<file path="src/rtl/disp_mode_regs.sv">
module disp_mode_regs #(
  parameter int DW = 16,
  parameter int AW = 32,
  parameter int NREG = 10,
  parameter int MAX_X = 1024,
  parameter int MAX_Y = 768,
  parameter logic [15:0] ID_BASE = 16'hB0C0
) (
  input  logic          clk,
  input  logic          rst_n,
  input  logic          addr_sel,
  input  logic          wr_en,
  input  logic [DW-1:0] wdata,
  output logic [DW-1:0] rdata,
  output logic [DW-1:0] disp_xres,
  output logic [DW-1:0] disp_yres,
  output logic [DW-1:0] disp_bpp,
  output logic          disp_en,
  output logic          disp_linear,
  output logic [AW-1:0] line_offset,
  output logic [AW-1:0] start_addr,
  output logic          clr_req,
  output logic [AW-1:0] clr_bytes
);
  localparam int R_ID = 0, R_XR = 1, R_YR = 2, R_BPP = 3, R_CTL = 4, R_BANK = 5;
  localparam int R_VW = 6, R_VH = 7, R_XO = 8, R_YO = 9;

  logic [DW-1:0] regs [NREG];
  logic [DW-1:0] idx_q;
  logic [DW-1:0] wval, bpp_eff, rd_mux;
  logic          accept;
  logic [AW-1:0] lo_next;

  wire data_wr = wr_en & addr_sel;
  wire idx_ok  = idx_q < DW'(NREG);
  wire mode_on = data_wr && idx_q == DW'(R_CTL) && wdata[0];

  assign bpp_eff = (wdata == '0) ? DW'(8) : wdata;

  always_comb begin
    accept = 1'b1;
    wval   = wdata;
    case (idx_q)
      DW'(R_ID):  accept = (wdata == DW'(ID_BASE)) || (wdata == DW'(ID_BASE + 16'd1)) ||
                           (wdata == DW'(ID_BASE + 16'd2));
      DW'(R_XR):  accept = (wdata <= DW'(MAX_X)) && (wdata[2:0] == 3'd0);
      DW'(R_YR):  accept = (wdata <= DW'(MAX_Y));
      DW'(R_BPP): begin
        wval   = bpp_eff;
        accept = (bpp_eff == DW'(4))  || (bpp_eff == DW'(8))  || (bpp_eff == DW'(15)) ||
                 (bpp_eff == DW'(16)) || (bpp_eff == DW'(24)) || (bpp_eff == DW'(32));
      end
      DW'(R_BANK): wval = wdata & DW'(8'hFF);
      default: ;
    endcase
  end

  assign lo_next = (regs[R_BPP] == DW'(4)) ? AW'(regs[R_XR] >> 1)
                 : AW'(regs[R_XR]) * AW'((regs[R_BPP] + DW'(7)) >> 3);

  always_comb begin
    rd_mux = '0;
    for (int i = 0; i < NREG; i++)
      if (idx_q == DW'(i)) rd_mux = regs[i];
  end

  assign rdata = !addr_sel ? idx_q : (idx_ok ? rd_mux : '0);

  always_ff @(posedge clk) begin
    if (!rst_n) begin
      idx_q <= '0;
      for (int i = 0; i < NREG; i++) regs[i] <= (i == R_ID) ? DW'(ID_BASE) : '0;
      line_offset <= '0;
      start_addr  <= '0;
      clr_req     <= 1'b0;
      clr_bytes   <= '0;
    end else begin
      clr_req <= 1'b0;
      if (wr_en && !addr_sel) idx_q <= wdata;
      if (data_wr && idx_ok && accept)
        for (int i = 0; i < NREG; i++)
          if (idx_q == DW'(i)) regs[i] <= wval;
      if (mode_on) begin
        regs[R_VW]  <= regs[R_XR];
        regs[R_VH]  <= regs[R_YR];
        regs[R_XO]  <= '0;
        regs[R_YO]  <= '0;
        line_offset <= lo_next;
        start_addr  <= '0;
        if (!wdata[7]) begin
          clr_req   <= 1'b1;
          clr_bytes <= AW'(regs[R_YR]) * lo_next;
        end
      end
    end
  end

  assign disp_xres   = regs[R_XR];
  assign disp_yres   = regs[R_YR];
  assign disp_bpp    = regs[R_BPP];
  assign disp_en     = regs[R_CTL][0];
  assign disp_linear = regs[R_CTL][6];
endmodule


</file>
<file path="config.mk">
export PLATFORM = sky130hd
export DESIGN_NAME = disp_mode_regs
export DESIGN_NICKNAME = d
export VERILOG_FILES = /design/src/rtl/disp_mode_regs.sv
export SDC_FILE = /design/constraint.sdc
export NUM_CORES = 2
export LEC_CHECK = 0
export BUFFER_PORTS_ARGS = -buffer_cell sky130_fd_sc_hd__buf_2
export CAP_MARGIN = 25
export CORE_MARGIN = 2
export CORE_UTILIZATION = 40
export DETAILED_ROUTE_END_ITERATION = 16
export HOLD_SLACK_MARGIN = 0.02
export RECOVER_POWER = 25
export SKIP_CTS_REPAIR_TIMING = 1
export SLEW_MARGIN = 20
export SYNTH_ARGS = -nofsm -noshare
export SYNTH_HDL_FRONTEND = slang
export SYNTH_SLANG_ARGS = --single-unit
</file>
<file path="constraint.sdc">
create_clock -name clk -period 16.2 [get_ports clk]
set_input_delay 3.24 -clock clk [delete_from_list [all_inputs] [get_ports clk]]
set_output_delay 3.24 -clock clk [all_outputs]
set_load 0.02 [all_outputs]
</file>
# [Word-level counts from Yosys, hierarchy flattened]
# Memory sizes are Yosys's and may differ from the RTL's.
# Index checks and enable logic that the tools add are counted.
[totals] ff_bits=81 mem_bits_rw=160 in_bits=20 output_inout_bits=163 elab_cells=140 memories=1
[op_classes] addsub=1 mul=2 n_lt_le_gt_ge=3 eq_ne=19 n_mux=75 bitwise=16 reduce_logical=19
[memory_table] name="regs" depth=10 width=16 read_ports=10 rd_clocked_by_memory_dff=0 write_ports=10 line_no="28" text="logic [DW-1:0] regs [NREG];"
[ops] operator="two-way mux 16 bit" n=27
[ops] operator="equality test 16 x 3 -> 1 bit (second input constant)" n=6
[ops] operator="equality test 16 x 4 -> 1 bit (second input constant)" n=4
[ops] operator="equality test 16 bit (second input constant)" n=3
[ops] operator="two-way mux 1 bit" n=45
[ops] operator="equality test 16 x 2 -> 1 bit (second input constant)" n=2
[ops] operator="equality test 16 x 5 -> 1 bit (second input constant)" n=2
[ops] operator="logical NOT 16 bit" n=2
[ops] operator="multiplier 16 x 30 -> 32 bit" n=1
[ops] operator="one-hot mux 16 bit (2 select lines)" n=1
[ops] operator="multiplier 16 x 14 -> 30 bit" n=1
[ops] operator="two-way mux 30 bit" n=1
[ops] operator="adder 16 x 3 -> 17 bit (second input constant)" n=1
[ops] operator="equality test 16 x 1 -> 1 bit (second input constant)" n=1
[ops] operator="equality test 16 x 6 -> 1 bit (second input constant)" n=1
[ops] operator="<= comparator 16 x 10 -> 1 bit (second input constant)" n=1
[ops] operator="<= comparator 16 x 11 -> 1 bit (second input constant)" n=1
[ops] operator="less-than comparator 16 x 4 -> 1 bit (second input constant)" n=1
[ops] operator="bitwise OR 1 bit" n=14
[ops] operator="logical OR 1 bit" n=7
[ops] operator="logical AND 1 bit" n=6
[ops] operator="one-hot mux 1 bit (4 select lines)" n=1
[ops] operator="AND reduction 2 bit" n=2
[ops] operator="logical NOT 3 bit" n=1
[ops] operator="other kinds (3)" n=3

# [Logic depth before layout (Yosys ltp)]
[logic_depth] word_depth=15 mapped_depth=55 depth_no_buf=53

# [Worst setup path before layout]
# No wires, ideal clock.
[synth_timing] path_type="reg-to-reg" from="mem regs[3][0] (netlist: regs[0][48])" to="reg clr_bytes[31]" setup_time_ns=0.074 arrival_ns=12.759 required_time_ns=16.126 setup_slack_ns=3.366 stages_incl_launch_ff=51 n_path_buf=2 synth_period_minus_slack_ns=12.834 cell_sequence="edfxtp_1 o31a_1 and3_1 nand3_1 nor2_1 nand3_1 nor2_1 nand2_1 xor2_1 clkbuf_1 nand2b_1 fa_1 fa_1 fa_1 fa_1 fa_1 fa_1 inv_1 [... 15 more ...] fa_1 fa_1 fa_1 ha_1 a21o_1 a21oi_1 nor3b_1 a21boi_0 a41o_1 a21oi_1 o21bai_1 a31oi_1 o21ai_0 a31o_2 xor2_1 nor2_1 or3b_1 a31oi_1"
[synth_rtl] element="start: declaration" line_no="28"
[synth_rtl] element="end signal: assignment" line_no="92" text="clr_bytes <= AW'(regs[R_YR]) * lo_next;"
[synth_rtl] element="end: declaration" line_no="23" text="output logic [AW-1:0] clr_bytes"

==> results by stage <==
STA:
- Setup repair after global routing left no endpoint under its margin.
- The slew of the pin with the lowest slew margin is 2170 ps.
- Headroom to the max-slew limit came out at -44.9%.
- In the finished design, the share of the clock period the worst path needs comes to 88.9%.
- The worst clock skew is 21.2 ps.
- Setup slack closes at 1800 ps.
- Across all hold checks on the routed design, the worst slack comes to 464 ps.
- The maximum clock frequency is about 70 MHz.
- The final-report hold violation count came to 0.
- The final total negative setup slack is 0 ps.
- The final-report setup violation count is 0.
- The max-slew violation count is 171.
- The worst path needs around 14000 ps of the cycle, external delays included.

Drt:
- For this run, design rule violations remaining after detail routing come to 0.
- Summed over all layers, the routed wires come to 88.9 mm.
- Summing over every cut layer, the via total after detailed routing is approximately 22000.
- The number of DRC markers in iteration 0 is between 1500 and 2000.
- The count of nets left with antenna violations once routing finished came out at 0.
- Dividing the detail-routed wire length by the instance count gives 20.7 um.
- The count of TritonRoute iterations in the first routing pass is 6.
- The via-per-instance ratio is 5.23.

Floorplanning:
- Measured along the y axis, the die boundary spans 277 um.
- The starting density of the core is around 40%.
- The number of standard-cell rows in the floorplan is 100.
- The number of top-level pins is between 150 and 200.
- The horizontal extent of the die is 277 um.
- The total core area is ~74000 sq um.
- The area enclosed by the die boundary is 77000 sq um.

Global routing:
- The overall global routing resource usage is a little under a quarter.
- The maximum number of pins on one net before global-route repair is slightly above 90.
- The via count of the first global-routing pass is ~24000.
- The first global-routing pass estimated 140 mm of wire.
- Global routing finished with a remaining overflow of 0.
- The initial antenna violation count came to 2.

Placed design:
- Including well taps, the total number of placed cells is 4239.
- The count of input and output buffers is 148.
- The congestion estimate from routability-driven global placement came to about 0.89.
- Timing analysis after detailed placement gives a worst setup slack of 1840 ps.
- Detailed placement ended at an HPWL of 66.5 mm.

Critical path:
- By instance count, the cell type seen most on the critical path is fa_1.
- At the worst endpoint, the arrival time is 14940 ps.
- On the critical path, the stage with the largest delay is an instance of nor2_1.
- The highest net fanout along the worst path is 15.
- STA puts the critical path data required time at 16730 ps.
- In this design, the stage delay of the slowest critical-path cell is 650 ps.
- The worst register-to-register path has a setup slack of 1800 ps.
- The worst register-to-register path has a depth of roughly 50.
- By startpoint and endpoint, the worst setup path is classified as register to register.
- The worst register-to-register path begins at regs[0][51].
- The startpoint of the worst setup timing path is regs[0][51].
- STA classifies the critical path startpoint as a register.
- The worst setup path is captured at a register.
- The destination of the worst register-to-register timing path is clr_bytes[31].

Status:
- The checks that failed: max-capacitance violations, max-slew violations.
- The flow ran to the end, but the final reports show violations.

Synthesis:
- The flip-flop and latch count after synthesis is 239.
- The number of cells produced by synthesis is 3227.
- The synthesized area divided by synthesized cell count is 9.27 sq um.
- The number of different library cells used by synthesis comes to 70.
- The most common flop cell mapped by yosys is edfxtp_1.
- Yosys mapped a number of flops with a built-in enable equal to 160.
- After synthesis, the share of flip-flops with an asynchronous set or reset is 0%.
- Yosys printed 0 warnings.
- Summing every instance area after synthesis gives 29900 sq um.
- Sequential cells were found to cover 21.3% of the synthesized design area.

Clock tree:
- Clock tree synthesis selected as its root buffer the cell clkbuf_16.
- The total clock sinks is 239.
- The clock-pin slew on the worst setup and hold paths is 80 ps.
- TritonCTS built the clock tree.
- The number of clock buffers added by TritonCTS is 27.
- The clock latency reported for the late side of the worst-skew pair is about 600 ps.
- Counting along the longest clock path gives a buffer depth of 3.
- The H-tree depth is 1.

Hold path:
- The tightest min-delay check is of the register to register type.
- The sink of the worst hold path is line_offset[15].
- The startpoint of the tightest hold check path is line_offset[15].
- The hold-critical path depth is 2.

Finish:
- The share of post-route cells with drive strength above 1 is 6.08%.
- Leaving out fill and tap cells, the most frequent cells in the layout are nand2_1, inv_1, fa_1.
- Leaving out fill and tap cells, the most frequent cell in the layout is nand2_1.
- Relative to the synthesized area, the layout overhead comes to 7.65%.
- The count of placed standard cells in the final layout, fillers left out is about 4300.
- In the final design database the tool counted 3948 nets.
- 0 antenna diodes ended up in the layout.

Job:
- The tool flagged a number of max-cap violations equal to 5.
## cells in the mapped netlist, types with 31 or more instances
library cell | number | area, sq um
o21ai_0 | 56 | 280
xor2_1 | 31 | 272
inv_1 | 534 | 2000
ha_1 | 160 | 2000
and3_1 | 61 | 382
and2_1 | 219 | 1370
edfxtp_1 | 160 | 4800
buf_4 | 83 | 623
xnor2_1 | 50 | 438
nand2_1 | 563 | 2110
nor2_1 | 114 | 428
fa_1 | 468 | 9370
a21boi_0 | 50 | 375
dfxtp_1 | 79 | 1580
clkbuf_1 | 163 | 612
nor2b_1 | 56 | 350
a21oi_1 | 60 | 300
## cells by family after synthesis
group	Yosys count	share of synthesized area [%]
compound gates	329	7.58
xor+xnor	84	2.60
mux	17	1.24
fa+ha+maj	628	38.0
buf+inv	788	10.9
other cells	2	0.0251
simple gates	1140	18.3
flops	239	21.3
## final cells by class
class / instances / area [sq um]
multi-input cells: 2278 / 20600
clock inverters: 18 / 145
well taps: 969 / 1210
fillers: 7336 / 42000
clock buffers: 32 / 694
inverters: 534 / 2000
repair buffers: 220 / 1130
flip-flops and latches: 239 / 6390
## state kept, by name, summed over array words and instances, names as in the netlist
name and count:
idx_q 16, line_offset 30, clr_req 1, regs 160
clr_bytes 32
## worst max-delay path, delay by kind of cell (launching register included)
kind | cells | cell delay, ps
AOI/OAI and AO/OA | 11 | 2670
and+or+nand+nor | 16 | 3530
buffers and inverters | 5 | 410
DFF | 1 | 440
adders and majority gates | 14 | 6760
xor gates and xnor gates | 3 | 530
## stage by stage
stage | util, % | instance area [sq um]
2_1_floorplan | - | 30200
3_3_place_gp | 42.5 | 31500
3_5_place_dp | 42.5 | 31500
4_1_cts | 43.6 | 32300
5_1_grt | 43.4 | 32200
6_report | 43.4 | 32200
## worst max-delay path by stage
| stage | to | slack [ps] |
|---|---|---|
| 2_1_floorplan | clr_bytes[31] | 3370 |
| 3_3_place_gp | clr_bytes[31] | 2010 |
| 3_5_place_dp | clr_bytes[31] | 1840 |
| 4_1_cts | clr_bytes[31] | 1830 |
| 5_1_grt | clr_bytes[31] | 930 |
| 6_report | clr_bytes[31] | 1800 |
## routing by layer
layer	routed length (um)	global-route usage (%)
met5	0	0
met4	2560	6.69
met3	7700	4.67
met2	40900	38.2
met1	37700	31.8
Power is not shown: default switching activity piles up to over one toggle a cycle in this logic, so the estimate is an artifact.
